==> src/rtl/tmr_pkg.sv <==
package tmr_pkg;

  typedef enum logic [2:0] {
    M_IRQ     = 3'd0,
    M_ONESHOT = 3'd1,
    M_RATE    = 3'd2,
    M_SQUARE  = 3'd3,
    M_SWSTB   = 3'd4,
    M_HWSTB   = 3'd5
  } tmr_mode_e;

  // codes 6 and 7 fold onto the two periodic modes
  function automatic tmr_mode_e norm_mode(input logic [2:0] m);
    if (m == 3'd6)      return M_RATE;
    else if (m == 3'd7) return M_SQUARE;
    else                return tmr_mode_e'(m);
  endfunction

  function automatic logic is_periodic(input tmr_mode_e m);
    return (m == M_RATE) || (m == M_SQUARE);
  endfunction

  function automatic logic is_gate_trig(input tmr_mode_e m);
    return (m == M_ONESHOT) || (m == M_HWSTB);
  endfunction

  function automatic logic restarts_on_write(input tmr_mode_e m);
    return (m == M_IRQ) || (m == M_SWSTB);
  endfunction

  function automatic logic idle_level(input tmr_mode_e m);
    return (m != M_IRQ);
  endfunction

endpackage

==> src/rtl/tmr_gate_edge.sv <==
module tmr_gate_edge (
  input  logic clk,
  input  logic rst_n,
  input  logic gate,
  output logic gate_rise
);
  logic gate_q;

  always_ff @(posedge clk or negedge rst_n) begin
    if (!rst_n) gate_q <= 1'b0;
    else        gate_q <= gate;
  end

  assign gate_rise = gate & ~gate_q;
endmodule

==> src/rtl/tmr_ctrl.sv <==
module tmr_ctrl
  import tmr_pkg::*;
#(
  parameter int W = 16
) (
  input  logic           clk,
  input  logic           rst_n,
  input  logic           mode_wr,
  input  logic [2:0]     mode_in,
  input  logic           cnt_wr,
  input  logic [W-1:0]   cnt_in,
  input  logic           gate,
  input  logic           gate_rise,
  input  logic           tc_ev,
  output tmr_mode_e      mode_q,
  output logic [W-1:0]   init_q,
  output logic           fired_q,
  output logic           load_ev,
  output logic           dec_ev
);
  logic armed_q, run_q, pend_q;
  logic trig_hw, trig_per;

  assign trig_hw  = gate_rise & armed_q & is_gate_trig(mode_q);
  assign trig_per = gate_rise & run_q & is_periodic(mode_q);
  assign load_ev  = ~mode_wr & (pend_q | trig_hw | trig_per);
  assign dec_ev   = ~mode_wr & ~load_ev & run_q & (gate | is_gate_trig(mode_q));

  always_ff @(posedge clk or negedge rst_n) begin
    if (!rst_n) begin
      mode_q  <= M_IRQ;
      init_q  <= '0;
      armed_q <= 1'b0;
      run_q   <= 1'b0;
      pend_q  <= 1'b0;
      fired_q <= 1'b0;
    end else if (mode_wr) begin
      mode_q  <= norm_mode(mode_in);
      armed_q <= 1'b0;
      run_q   <= 1'b0;
      pend_q  <= 1'b0;
      fired_q <= 1'b0;
    end else begin
      if (load_ev) begin
        run_q   <= 1'b1;
        pend_q  <= 1'b0;
        fired_q <= 1'b0;
      end else if (tc_ev) begin
        fired_q <= 1'b1;
      end
      if (cnt_wr) begin
        init_q  <= cnt_in;
        armed_q <= 1'b1;
        if (restarts_on_write(mode_q)) begin
          pend_q <= 1'b1;
          run_q  <= 1'b0;
        end else if (is_periodic(mode_q) && !run_q) begin
          pend_q <= 1'b1;
        end
      end
    end
  end
endmodule

==> src/rtl/tmr_count_core.sv <==
module tmr_count_core #(
  parameter int W = 16
) (
  input  logic         clk,
  input  logic         rst_n,
  input  logic         load_ev,
  input  logic         dec_ev,
  input  logic         periodic,
  input  logic         square,
  input  logic [W-1:0] init,
  output logic [W-1:0] cnt_q,
  output logic         tc_ev,
  output logic         mark_ev
);
  localparam int EW = W + 1;

  // a written zero stands for the full range 2**W
  function automatic logic [EW-1:0] eff_len(input logic [W-1:0] n);
    return (n == '0) ? {1'b1, {W{1'b0}}} : {1'b0, n};
  endfunction

  // counter value the output falls at (after the decrement)
  function automatic logic [EW-1:0] low_mark(input logic [W-1:0] n, input logic sq);
    return sq ? (eff_len(n) >> 1) : EW'(1);
  endfunction

  logic at_one;
  assign at_one  = (cnt_q == W'(1));
  assign tc_ev   = dec_ev & at_one;
  assign mark_ev = dec_ev & periodic & ({1'b0, cnt_q} == low_mark(init, square) + EW'(1));

  always_ff @(posedge clk or negedge rst_n) begin
    if (!rst_n)                    cnt_q <= '0;
    else if (load_ev)              cnt_q <= init;
    else if (dec_ev) begin
      if (at_one && periodic)      cnt_q <= init;
      else                         cnt_q <= cnt_q - W'(1);
    end
  end
endmodule

==> src/rtl/tmr_out_ctl.sv <==
module tmr_out_ctl
  import tmr_pkg::*;
(
  input  logic       clk,
  input  logic       rst_n,
  input  logic       mode_wr,
  input  logic [2:0] mode_in,
  input  logic       cnt_wr,
  input  tmr_mode_e  mode_q,
  input  logic       gate,
  input  logic       load_ev,
  input  logic       tc_ev,
  input  logic       mark_ev,
  input  logic       fired,
  output logic       out_q
);
  always_ff @(posedge clk or negedge rst_n) begin
    if (!rst_n) begin
      out_q <= 1'b0;
    end else if (mode_wr) begin
      out_q <= idle_level(norm_mode(mode_in));
    end else begin
      unique case (mode_q)
        M_IRQ: begin
          if (cnt_wr)     out_q <= 1'b0;
          else if (tc_ev) out_q <= 1'b1;
        end
        M_ONESHOT: begin
          if (load_ev)    out_q <= 1'b0;
          else if (tc_ev) out_q <= 1'b1;
        end
        M_RATE, M_SQUARE: begin
          if (!gate || load_ev || tc_ev) out_q <= 1'b1;
          else if (mark_ev)              out_q <= 1'b0;
        end
        default: begin
          if (!out_q)                out_q <= 1'b1;
          else if (tc_ev && !fired)  out_q <= 1'b0;
        end
      endcase
    end
  end
endmodule

==> src/rtl/tmr_chan.sv <==
module tmr_chan
  import tmr_pkg::*;
#(
  parameter int CNT_W = 16
) (
  input  logic             clk,
  input  logic             rst_n,
  input  logic             mode_wr,
  input  logic [2:0]       mode_in,
  input  logic             cnt_wr,
  input  logic [CNT_W-1:0] cnt_in,
  input  logic             gate,
  output logic             out_o,
  output logic [CNT_W-1:0] count_o
);
  tmr_mode_e        mode_q;
  logic [2:0]       mode_code;
  logic [CNT_W-1:0] init_q;
  logic             gate_rise, load_ev, dec_ev, tc_ev, mark_ev, fired_q;

  assign mode_code = mode_q;

  tmr_gate_edge u_gate (
    .clk(clk), .rst_n(rst_n), .gate(gate), .gate_rise(gate_rise)
  );

  tmr_ctrl #(.W(CNT_W)) u_ctrl (
    .clk(clk), .rst_n(rst_n), .mode_wr(mode_wr), .mode_in(mode_in),
    .cnt_wr(cnt_wr), .cnt_in(cnt_in), .gate(gate), .gate_rise(gate_rise),
    .tc_ev(tc_ev), .mode_q(mode_q), .init_q(init_q), .fired_q(fired_q),
    .load_ev(load_ev), .dec_ev(dec_ev)
  );

  tmr_count_core #(.W(CNT_W)) u_core (
    .clk(clk), .rst_n(rst_n), .load_ev(load_ev), .dec_ev(dec_ev),
    .periodic(is_periodic(mode_q)), .square(mode_q == M_SQUARE),
    .init(init_q), .cnt_q(count_o), .tc_ev(tc_ev), .mark_ev(mark_ev)
  );

  tmr_out_ctl u_out (
    .clk(clk), .rst_n(rst_n), .mode_wr(mode_wr), .mode_in(mode_in),
    .cnt_wr(cnt_wr), .mode_q(mode_q), .gate(gate), .load_ev(load_ev),
    .tc_ev(tc_ev), .mark_ev(mark_ev), .fired(fired_q), .out_q(out_o)
  );
endmodule

==> config.mk <==
export PLATFORM = sky130hd
export DESIGN_NAME = tmr_chan
export DESIGN_NICKNAME = d
export VERILOG_FILES = /design/src/rtl/tmr_pkg.sv /design/src/rtl/tmr_gate_edge.sv /design/src/rtl/tmr_ctrl.sv /design/src/rtl/tmr_count_core.sv /design/src/rtl/tmr_out_ctl.sv /design/src/rtl/tmr_chan.sv
export SDC_FILE = /design/constraint.sdc
export NUM_CORES = 1
export LEC_CHECK = 0
export BUFFER_PORTS_ARGS = -buffer_cell sky130_fd_sc_hd__buf_4
export CAP_MARGIN = 20
export CORE_ASPECT_RATIO = 1.5
export CORE_UTILIZATION = 65
export CTS_BUF_LIST = sky130_fd_sc_hd__clkbuf_8
export DETAILED_ROUTE_END_ITERATION = 10
export PLACE_DENSITY = 0.95
export SLEW_MARGIN = 10
export SYNTH_ARGS = -nofsm -noshare
export SYNTH_HDL_FRONTEND = slang
export SYNTH_SLANG_ARGS = --single-unit
==> constraint.sdc <==
create_clock -name clk -period 6.3 [get_ports clk]
set_input_delay 0.945 -clock clk [delete_from_list [all_inputs] [get_ports clk]]
set_output_delay 0.945 -clock clk [all_outputs]
set_load 0.05 [all_outputs]
==> summary.txt, run 1 <==
STA
  • Setup violators final: 0
  • RSZ-0062 raised after global routing: no
  • Final Worst Setup Slack: 2.95 ns
  • Clock Skews: 0.00471 ns
  • Hold Violations, Final: 0
  • Setup total negative slack: 0 ns
  • Final slew viol count: 0
  • Worst Tran Pin Value: 0.847 ns
  • Fmax: 299 MHz
  • Hold Slack: 0.516 ns
  • Max_slew headroom: 0.430
  • Fin crit share: 0.531
  • Post-layout min period: 3.35 ns

GRT
  • Met2 Track Usage GR: 0.610
  • Grt ovf: 0
  • Initial antenna violation count: 0
  • Vias in the first global route: 2745
  • Gr busiest metal: met2
  • Largest net degree at the start of global routing: 43
  • Total GRT Usage: 0.352
  • First-pass GRT wire length: 13200 um
  • GR Util met1: 0.424
  • Met3 usage: 0.0396

Routing
  • Drt drc: 5
  • Wire length per cell: 19.5 um
  • ANT nets after route: 0
  • Final wirelength: 7940 um
  • Vias per inst: 6.97
  • 1st-iter DRT viols: 270
  • Via count: 2842
  • Router iterations before antenna repair: 8

Floorplan
  • Die area: 4900 um2
  • I/O Pins: 41
  • Core area: 4320 um2
  • Core Rows: 29
  • Starting Density: 0.695
  • Chip Height: 85.2 um
  • Die X: 57.5 um

Placed design
  • Hpwl dp: 5650 um
  • RePlAce Congestion: 0.942
  • Port Buffers: 40
  • Post-place setup slack: 2.99 ns
  • Area after DPL: 3230 um2
  • Post-Place Cells: 400

Setup path
  • CP Capture Type: flop
  • FF-to-FF Start: u_ctrl.mode_q[0]
  • Worst r2r path cells: 10
  • Crit-path max FO: 14
  • Crit start category: flop
  • Critical path type: reg -> reg
  • Worst reg2reg path endpoint: u_out.out_q
  • Required @ worst endpoint: 6.47 ns
  • WP data arrival: 3.52 ns
  • Reg2reg setup slack: 2.95 ns

Status
  • Status: complete, but fails checks
  • Failing checks: DRC

Finish
  • Layout area overhead: 11.2%
  • Cell area after layout: 3340 um2
  • Fin cells: 408
  • Share of layout cells above drive strength 1: 0.215
  • Diode count: 0
  • Fin nets: 389
  • Final core occ: 0.773
  • Commonest non-fill, non-tap cell in the layout: buf_4
  • Most frequent cells in the layout: buf_4 (43), dfrtp_1 (41), nand2_1 (29)

Yosys
  • Post-synth ARST share: 1.00
  • Yosys top cell by area: dfrtp_1
  • Main area contributors after synthesis: dfrtp_1 (34%), mux2_2 (6.4%), nand2_1 (3.6%)
  • Mapped Area: 3000 um2
  • Cells after Synth: 338
  • Synth Net Count: 365
  • Post-Synth XOR/XNOR Area: 0.0525
  • Post-synthesis sequential area ratio: 0.342
  • #FFs+latches synth: 41
  • Post-synth EDFFs: 0
  • Largest family of logic cells by synthesized area: simple AND/OR/NAND/NOR gates
  • Yosys warns: 0
  • Syn avg cell area: 8.88 um2
  • Synth cell types: 65
  • Mux cell area share after synthesis: 0.0838
  • Synth Area in Adders: 0.0125
  • Top_reg_cell synth: dfrtp_1
  • Simple logic cell fraction of the synthesized area: 0.262
  • Compound-cell area share of the yosys netlist: 0.185
  • Post-synth top area share: 0.342

Clocking
  • H-Tree Depth: 2
  • Post-CTS sizing: 0
  • Post-CTS setup buffer count: 0
  • Worst skew pair latency: 0.29 ns
  • Clock-pin slew on the worst setup and hold paths: 0.08 ns
  • CTS tree: built
  • Clk root buf: clkbuf_8
  • Hold-fix buffers, CTS: 0
  • Clock buffer depth: 2
  • CTS sink cnt: 41
  • TritonCTS Buffers: 5

Pwr
  • Maximum vdd drop: 0.398 mV
  • Pwr Density: 395 nW/um2
  • Leak: 1.33 nW
  • Power Total: 1.32 mW

Min path
  • Endpoint, Worst Hold: u_ctrl.fired_q
  • Worst Hold Class: reg -> reg
  • Hold Path Depth: 1
  • Hold_sp: u_ctrl.fired_q

Job
  • Max_cap viols: 0
==> worst max-delay path by stage <==
stage	endpoint	cells after the start	slack (ns)	start
final	u_out.out_q	10	2.95	u_ctrl.mode_q[0]
after global routing	u_out.out_q	10	2.72	u_ctrl.mode_q[0]
after CTS	u_out.out_q	10	2.98	u_ctrl.mode_q[0]
after detailed placement	u_out.out_q	10	2.99	u_ctrl.mode_q[0]
after global placement	u_out.out_q	10	3.13	u_ctrl.mode_q[0]
after floorplan	u_out.out_q	12	3.37	u_ctrl.mode_q[0]
==> final cells by class <==
| cell class | instances | area [um2] |
|---|---|---|
| multi-input cells | 260 | 1790 |
| clock buffers | 5 | 68.8 |
| clock inverters | 2 | 35.0 |
| repair buffers | 43 | 323 |
| flip-flops and latches | 41 | 1030 |
| well taps | 46 | 57.6 |
| inverters | 11 | 41.3 |
| fillers | 311 | 980 |
==> flip-flops by register name, summed over array words and instances, names as in the netlist <==
register and flops:
u_ctrl.armed_q 1, u_ctrl.fired_q 1, u_ctrl.init_q 16, u_core.cnt_q 16, u_gate.gate_q 1, u_ctrl.pend_q 1
u_ctrl.mode_q 3, u_out.out_q 1, u_ctrl.run_q 1
==> cells in the mapped netlist, types with 2 or more instances <==
| master | instances |
|---|---|
| inv_1 | 11 |
| xor3_1 | 2 |
| buf_6 | 2 |
| mux2i_1 | 6 |
| o211ai_1 | 3 |
| nand3_1 | 7 |
| o21ai_0 | 17 |
| and2_1 | 2 |
| xnor2_1 | 5 |
| nand3b_1 | 4 |
| nand2_1 | 29 |
| dfrtp_1 | 41 |
| nor3_1 | 13 |
| nor4b_1 | 3 |
| buf_2 | 10 |
| o21a_1 | 2 |
| xor2_1 | 5 |
| a2111oi_2 | 2 |
| nor2_1 | 14 |
| or3_1 | 2 |
| o21ai_1 | 20 |
| ha_1 | 3 |
| buf_4 | 6 |
| a21oi_1 | 19 |
| a22oi_1 | 5 |
| nor4_1 | 13 |
| nand4b_1 | 2 |
| or4_1 | 4 |
| nor3b_1 | 6 |
| and3_1 | 3 |
| nor2b_1 | 8 |
| a31oi_1 | 4 |
| clkbuf_1 | 7 |
| mux2_2 | 17 |
| nand2b_1 | 4 |
| nand4_1 | 8 |
==> kinds of logic (layout without fill, tap and decap cells) <==
logic type               Yosys count  in the layout
AO/OA/AOI/OAI                     88             88
AND/OR/NAND/NOR                  133            133
XOR/XNOR                          13             13
flip-flops                        41             41
buffers and inverters             37             61
multiplexers                      23             23
adder cells (fa/ha/maj)            3              3
==> critical path: stages, from the launching register on <==
cell	delay (ns)
dfrtp_1	0.60
and3b_1	0.53
nand2b_1	0.12
ha_1	0.32
xor2_1	0.16
a311oi_1	0.24
o311ai_0	0.16
a2111oi_0	0.39
o2111ai_1	0.25
a2111oi_2	0.36
o21ai_1	0.10
==> where the power goes <==
group          switching (mW)  total [mW]  leakage, nW  internal [mW]
sequential              0.164       0.493        0.501          0.329
combinational           0.379       0.622        0.780          0.243
clock                  0.0888       0.204       0.0540          0.115
==> per-layer routing <==
metal / part of all wire / routed length [um]
met5: 0 / 0
met4: 0.044 / 350
met3: 0.060 / 475
met2: 0.51 / 4050
met1: 0.39 / 3070
(Power assumes the default switching activity.)
==> run 2: changes to the inputs <==
- CORE_UTILIZATION: 65 -> 60
- PLACE_DENSITY: 0.95 -> 0.93
- clock period: 6.3 -> 3.4 ns (I/O delays scaled with it)
==> summary.txt, run 2 (same netlist as run 1, synthesis figures left out) <==
Routing
  • Via count: 2908 (+2.3%)
  • Drt drc: 0 (-5)
  • 1st-iter DRT viols: 240 (-11%)
  • Router iterations before antenna repair: 5 (-3)
  • Final wirelength: 8530 um (+7.5%)
  • Wire length per cell: 19.6 um (+0.57%)
  • Vias per inst: 6.67 (-4.2%)
  • ANT nets after route: 0 (unchanged)

STA
  • Fmax: 330 MHz (+10%)
  • Hold Violations, Final: 0 (unchanged)
  • Max_slew headroom: 0.440 (+0.0102)
  • Post-layout min period: 3.03 ns (-0.314 ns)
  • Clock Skews: 0.00841 ns (+0.00370 ns)
  • Hold Slack: 0.197 ns (-0.319 ns)
  • RSZ-0062 raised after global routing: no
  • Final slew viol count: 0 (unchanged)
  • Setup total negative slack: 0 ns (unchanged)
  • Worst Tran Pin Value: 0.832 ns (-0.0152 ns)
  • Setup violators final: 0 (unchanged)
  • Fin crit share: 0.892 (+0.361)

Setup path
  • CP cell instances: and3b_1 > buf_4 > nand2b_1 > ha_1 > xor2_1 > a311oi_1 > o311ai_0 > a2111oi_0 > o2111ai_1 > a2111oi_2 > o21ai_1
  • Worst r2r path cells: 11 (+1)
  • Required @ worst endpoint: 3.58 ns (-2.89 ns)
  • WP data arrival: 3.22 ns (-0.30 ns)
  • CP top delay family: compound AO/OA/AOI/OAI gates
  • FF-to-FF Start: u_ctrl.mode_q[2]
  • Reg2reg setup slack: 0.37 ns (-2.59 ns)
  • Critical path type: reg -> reg
  • CP Capture Type: flop
  • WP buf/inv: 1 (+1)
  • Worst reg2reg path endpoint: u_out.out_q
  • Crit start category: flop
  • Max stage delay cell, worst path: dfrtp_1
  • Max incr delay on CP: 0.45 ns (-0.15 ns)
  • Crit-path max FO: 8 (-6)

Finish
  • Diode count: 0 (unchanged)
  • Multi-input logic area: 1790 um2 (unchanged)
  • Commonest non-fill, non-tap cell in the layout: buf_4
  • Storage cell area: 1030 um2 (unchanged)
  • Top Registers: u_core.cnt_q x16, u_ctrl.init_q x16, u_ctrl.mode_q x3
  • Most frequent cells in the layout: buf_4 (50), dfrtp_1 (41), nand2_1 (29)
  • Cell area after layout: 3420 um2 (+2.4%)
  • Share of layout cells above drive strength 1: 0.230 (+0.0143)
  • Fillcell total: 411 (+32%)
  • Layout area overhead: 13.9%
  • Fin nets: 397 (+2.1%)

Pwr
  • Psw: 1.18 mW (+86%)
  • Clock network power share: 0.136 (-0.019)
  • Switching Share: 0.488 (+0.00873)
  • Internal Power: 1.24 mW (+80%)
  • Maximum vdd drop: 0.582 mV (+46%)
  • Power Total: 2.42 mW (+83%)
  • Flop pwr share: 0.370 (-0.004)
  • Pwr Density: 707 nW/um2 (+79%)
  • Leak: 1.37 nW (+2.8%)
  • Comb pwr share: 0.494 (+0.022)

Floorplan
  • Starting Density: 0.624 (-0.0711)
  • Chip Height: 88.6 um (+4.0%)
  • Die area: 5300 um2 (+8.1%)
  • Core area: 4810 um2 (+11%)
  • Die X: 59.8 um (+3.9%)
  • I/O Pins: 41 (unchanged)
  • Core Rows: 31 (+6.9%)

GRT
  • First-pass GRT wire length: 14000 um (+5.6%)
  • Vias in the first global route: 2859 (+4.2%)
  • Largest net degree at the start of global routing: 42 (-2.3%)
  • Grt ovf: 0 (unchanged)
  • Total GRT Usage: 0.351 (-0.00121)
  • Initial antenna violation count: 0 (unchanged)

Clocking
  • Clock buffer depth: 2 (unchanged)
  • CTS sink cnt: 41 (unchanged)
  • Worst skew pair latency: 0.30 ns (about the same)
  • Hold-fix buffers, CTS: 0 (unchanged)
  • Post-CTS sizing: 0 (unchanged)
  • Post-CTS setup buffer count: 0 (unchanged)
  • TritonCTS Buffers: 5 (unchanged)
  • H-Tree Depth: 2 (unchanged)
  • Clock-pin slew on the worst setup and hold paths: 0.08 ns (about the same)
  • Clk root buf: clkbuf_8
  • CTS tree: built

Placed design
  • RePlAce Congestion: 0.975 (+3.4%)
  • Hpwl dp: 6170 um (+9.2%)
  • Area after DPL: 3330 um2 (+3.3%)
  • Port Buffers: 40 (unchanged)

Status
  • Status: finished, final reports clean

Min path
  • Worst Hold Class: in -> async

Job
  • Max_cap viols: 0 (unchanged)
==> run 2: cell count changes in the layout (fill, tap and decap cells not counted), sizes merged <==
cell    before  now
buf         43   51
bufinv       1    0
clkbuf       5    6
clkinv       1    0
inv         11   12
==> run 2: per-stage QoR <==
step	setup WS [ns]	utilization	std cells
after floorplan	0.475	-	338
after CTS	0.379	0.711	436
after detailed placement	0.397	0.693	429
after global placement	0.489	0.693	429
after global routing	0.110	0.711	436
final	0.366	0.711	436
==> run 2: final cells by class <==
class                      count  area share
clock buffer                   6      0.0242
clock inverter                 1     0.00110
inverter                      11      0.0121
multi-input combinational    260       0.523
sequential                    41       0.300
tap                           66      0.0242
timing repair buffer          51       0.116
==> run 2: how the worst max path moves through the flow <==
stage | startpoint | to | depth (start not counted) | slack [ns]
after floorplan | u_ctrl.mode_q[0] | u_out.out_q | 12 | 0.47
after global routing | u_ctrl.mode_q[2] | u_out.out_q | 11 | 0.11
final | u_ctrl.mode_q[2] | u_out.out_q | 11 | 0.37
after CTS | u_ctrl.mode_q[2] | u_out.out_q | 11 | 0.38
after global placement | u_ctrl.mode_q[2] | u_out.out_q | 11 | 0.49
after detailed placement | u_ctrl.mode_q[2] | u_out.out_q | 11 | 0.40
==> run 2: layer usage <==
| layer | wire length (um) | track usage | vias up |
|---|---|---|---|
| met5 | 0 | 0 | - |
| met4 | 425 | 0.209 | 0 |
| met3 | 575 | 0.0541 | 36 |
| met2 | 4380 | 0.588 | 139 |
| met1 | 3160 | 0.415 | 1419 |
| li1 | - | - | 1314 |
==> run 2: power by group through the flow <==
stage	combinational (mW)	clock (mW)	sequential, mW
2_1_floorplan	0.627	0	1.08
5_1_grt	1.28	0.347	0.919
3_3_place_gp	1.16	0	0.886
6_report	1.19	0.329	0.893
3_5_place_dp	1.18	0	0.890
4_1_cts	1.19	0.331	0.882
==> run 3: changes to the inputs <==
- CORE_MARGIN: unset -> 2
- SLEW_MARGIN: 10 -> unset
==> summary.txt, run 3 (same netlist as run 1, synthesis figures left out) <==
Pwr
  • Pwr Density: 738 nW/um2 (+4.4%)
  • Maximum vdd drop: 0.579 mV (-0.61%)
  • Leak: 1.37 nW (+0.13%)
  • Power Total: 2.53 mW (+4.8%)

Clocking
  • CTS tree: built
  • Post-CTS sizing: 0 (unchanged)
  • Clock buffer depth: 2 (unchanged)
  • Hold-fix buffers, CTS: 0 (unchanged)
  • Clock-pin slew on the worst setup and hold paths: 0.08 ns (about the same)
  • H-Tree Depth: 2 (unchanged)
  • Worst skew pair latency: 0.30 ns (about the same)
  • TritonCTS Buffers: 5 (unchanged)
  • Post-CTS setup buffer count: 0 (unchanged)
  • CTS sink cnt: 41 (unchanged)
  • Clk root buf: clkbuf_8

Routing
  • Metal3 WL: 453 um (-21%)
  • Router iterations before antenna repair: 5 (unchanged)
  • WL met1: 3030 um (-4.1%)
  • Final wirelength: 7900 um (-7.4%)
  • Top Metal Used: met4
  • Vias per inst: 6.50 (-2.6%)
  • ANT nets after route: 0 (unchanged)
  • Drt drc: 0 (unchanged)
  • 1st-iter DRT viols: 189 (-21%)
  • Wire length per cell: 18.2 um (-7.0%)
  • Via count: 2820 (-3.0%)
  • Met2 WL: 4150 um (-5.1%)

Setup path
  • WP data arrival: 3.27 ns (+0.05 ns)
  • Critical path type: reg -> reg
  • Required @ worst endpoint: 3.58 ns (about the same)
  • Crit-path max FO: 10 (+2)
  • CP Capture Type: flop
  • Crit start category: flop

STA
  • Final slew viol count: 0 (unchanged)
  • Worst Tran Pin Value: 0.811 ns (-0.0216 ns)
  • Post-layout min period: 3.09 ns (+0.0547 ns)
  • Max_slew headroom: 0.460 (+0.0195)
  • Fmax: 324 MHz (-1.8%)
  • Setup total negative slack: 0 ns (unchanged)
  • Fin crit share: 0.908 (+0.0161)
  • Clock Skews: 0.00446 ns (-0.00395 ns)
  • Final Worst Setup Slack: 0.312 ns (-0.0547 ns)
  • Setup violators final: 0 (unchanged)
  • RSZ-0062 raised after global routing: no
  • Hold Violations, Final: 0 (unchanged)

Job
  • Max_cap viols: 0 (unchanged)

GRT
  • Largest net degree at the start of global routing: 43 (+2.4%)
  • Grt ovf: 0 (unchanged)
  • Vias in the first global route: 2701 (-5.5%)
  • First-pass GRT wire length: 12800 um (-8.1%)
  • Initial antenna violation count: 0 (unchanged)
  • Total GRT Usage: 0.300 (-0.0508)

Placed design
  • Post-place setup slack: 0.354 ns (-0.0430 ns)
  • Port Buffers: 40 (unchanged)
  • RePlAce Congestion: 0.952 (-2.3%)
  • Area after DPL: 3300 um2 (-1.1%)
  • Hpwl dp: 5800 um (-5.9%)

Floorplan
  • Die area: 5600 um2 (+5.7%)
  • Chip Height: 90.6 um (+2.3%)
  • Starting Density: 0.624 (unchanged)
  • Core Rows: 31 (unchanged)
  • I/O Pins: 41 (unchanged)
  • Core area: 4810 um2 (unchanged)
  • Die X: 61.8 um (+3.3%)

Finish
  • Fin nets: 394 (-0.76%)
  • Commonest non-fill, non-tap cell in the layout: buf_4
  • Diode count: 0 (unchanged)
  • Layout area overhead: 14.3%
  • Cell area after layout: 3430 um2 (+0.37%)
  • Most frequent cells in the layout: buf_4 (48), dfrtp_1 (41), nand2_1 (29)
  • Top Registers: u_core.cnt_q x16, u_ctrl.init_q x16, u_ctrl.mode_q x3
  • Share of layout cells above drive strength 1: 0.228 (-0.00147)

Min path
  • Worst Hold Class: in -> async

Status
  • Status: finished, final reports clean
[run 3: path summary, 6_finish.rpt]
kind | startpoint | to | slack (ns) | cells after the start
setup / recovery | u_ctrl.mode_q[2] | u_out.out_q | 0.31 | 10
hold / removal | rst_n | u_ctrl.init_q[15] | 0.18 | 1
setup reg to reg | u_ctrl.mode_q[2] | u_out.out_q | 0.31 | 10
hold reg to reg | u_ctrl.fired_q | u_ctrl.fired_q | 0.52 | 1
max in group asynchronous | rst_n | u_core.cnt_q[14] | 2.85 | 1
min in group clk | gate | u_gate.gate_q | 0.34 | 1
[run 3: layer usage]
metal | up-vias | global-route usage
li1 | 1316 | -
met1 | 1344 | 0.368
met2 | 132 | 0.504
met3 | 28 | 0.0387
met4 | 0 | 0.131
met5 | - | 0
[run 3: worst max-delay path: stages, from the launching register on]
cell	delay, ns
dfrtp_1	0.46
and3b_1	0.45
and2_1	0.19
ha_1	0.23
nand4_1	0.25
nor4_1	0.43
mux2i_1	0.27
xnor2_1	0.14
nand4_1	0.12
a2111oi_2	0.34
o21ai_1	0.09
[run 3: final cells by class]
type / instances / area, um2
tap: 66 / 82.6
clock buffer: 5 / 68.8
multi-input combinational: 260 / 1790
timing repair buffer: 48 / 360
clock inverter: 3 / 65.1
sequential: 41 / 1030
fill: 393 / 1380
inverter: 11 / 41.3
[run 3: stage by stage]
step	cells	util	hold WS, ns
2_1_floorplan	338	-	0.214
3_3_place_gp	426	0.685	0.494
3_5_place_dp	426	0.685	0.502
4_1_cts	434	0.713	0.202
5_1_grt	434	0.713	0.219
6_report	434	0.713	0.181
[run 3: where the power goes]
| group | internal (mW) | switching (mW) | total, mW |
|---|---|---|---|
| Sequential | 0.610 | 0.289 | 0.899 |
| Clock | 0.292 | 0.182 | 0.473 |
| Combinational | 0.460 | 0.699 | 1.16 |
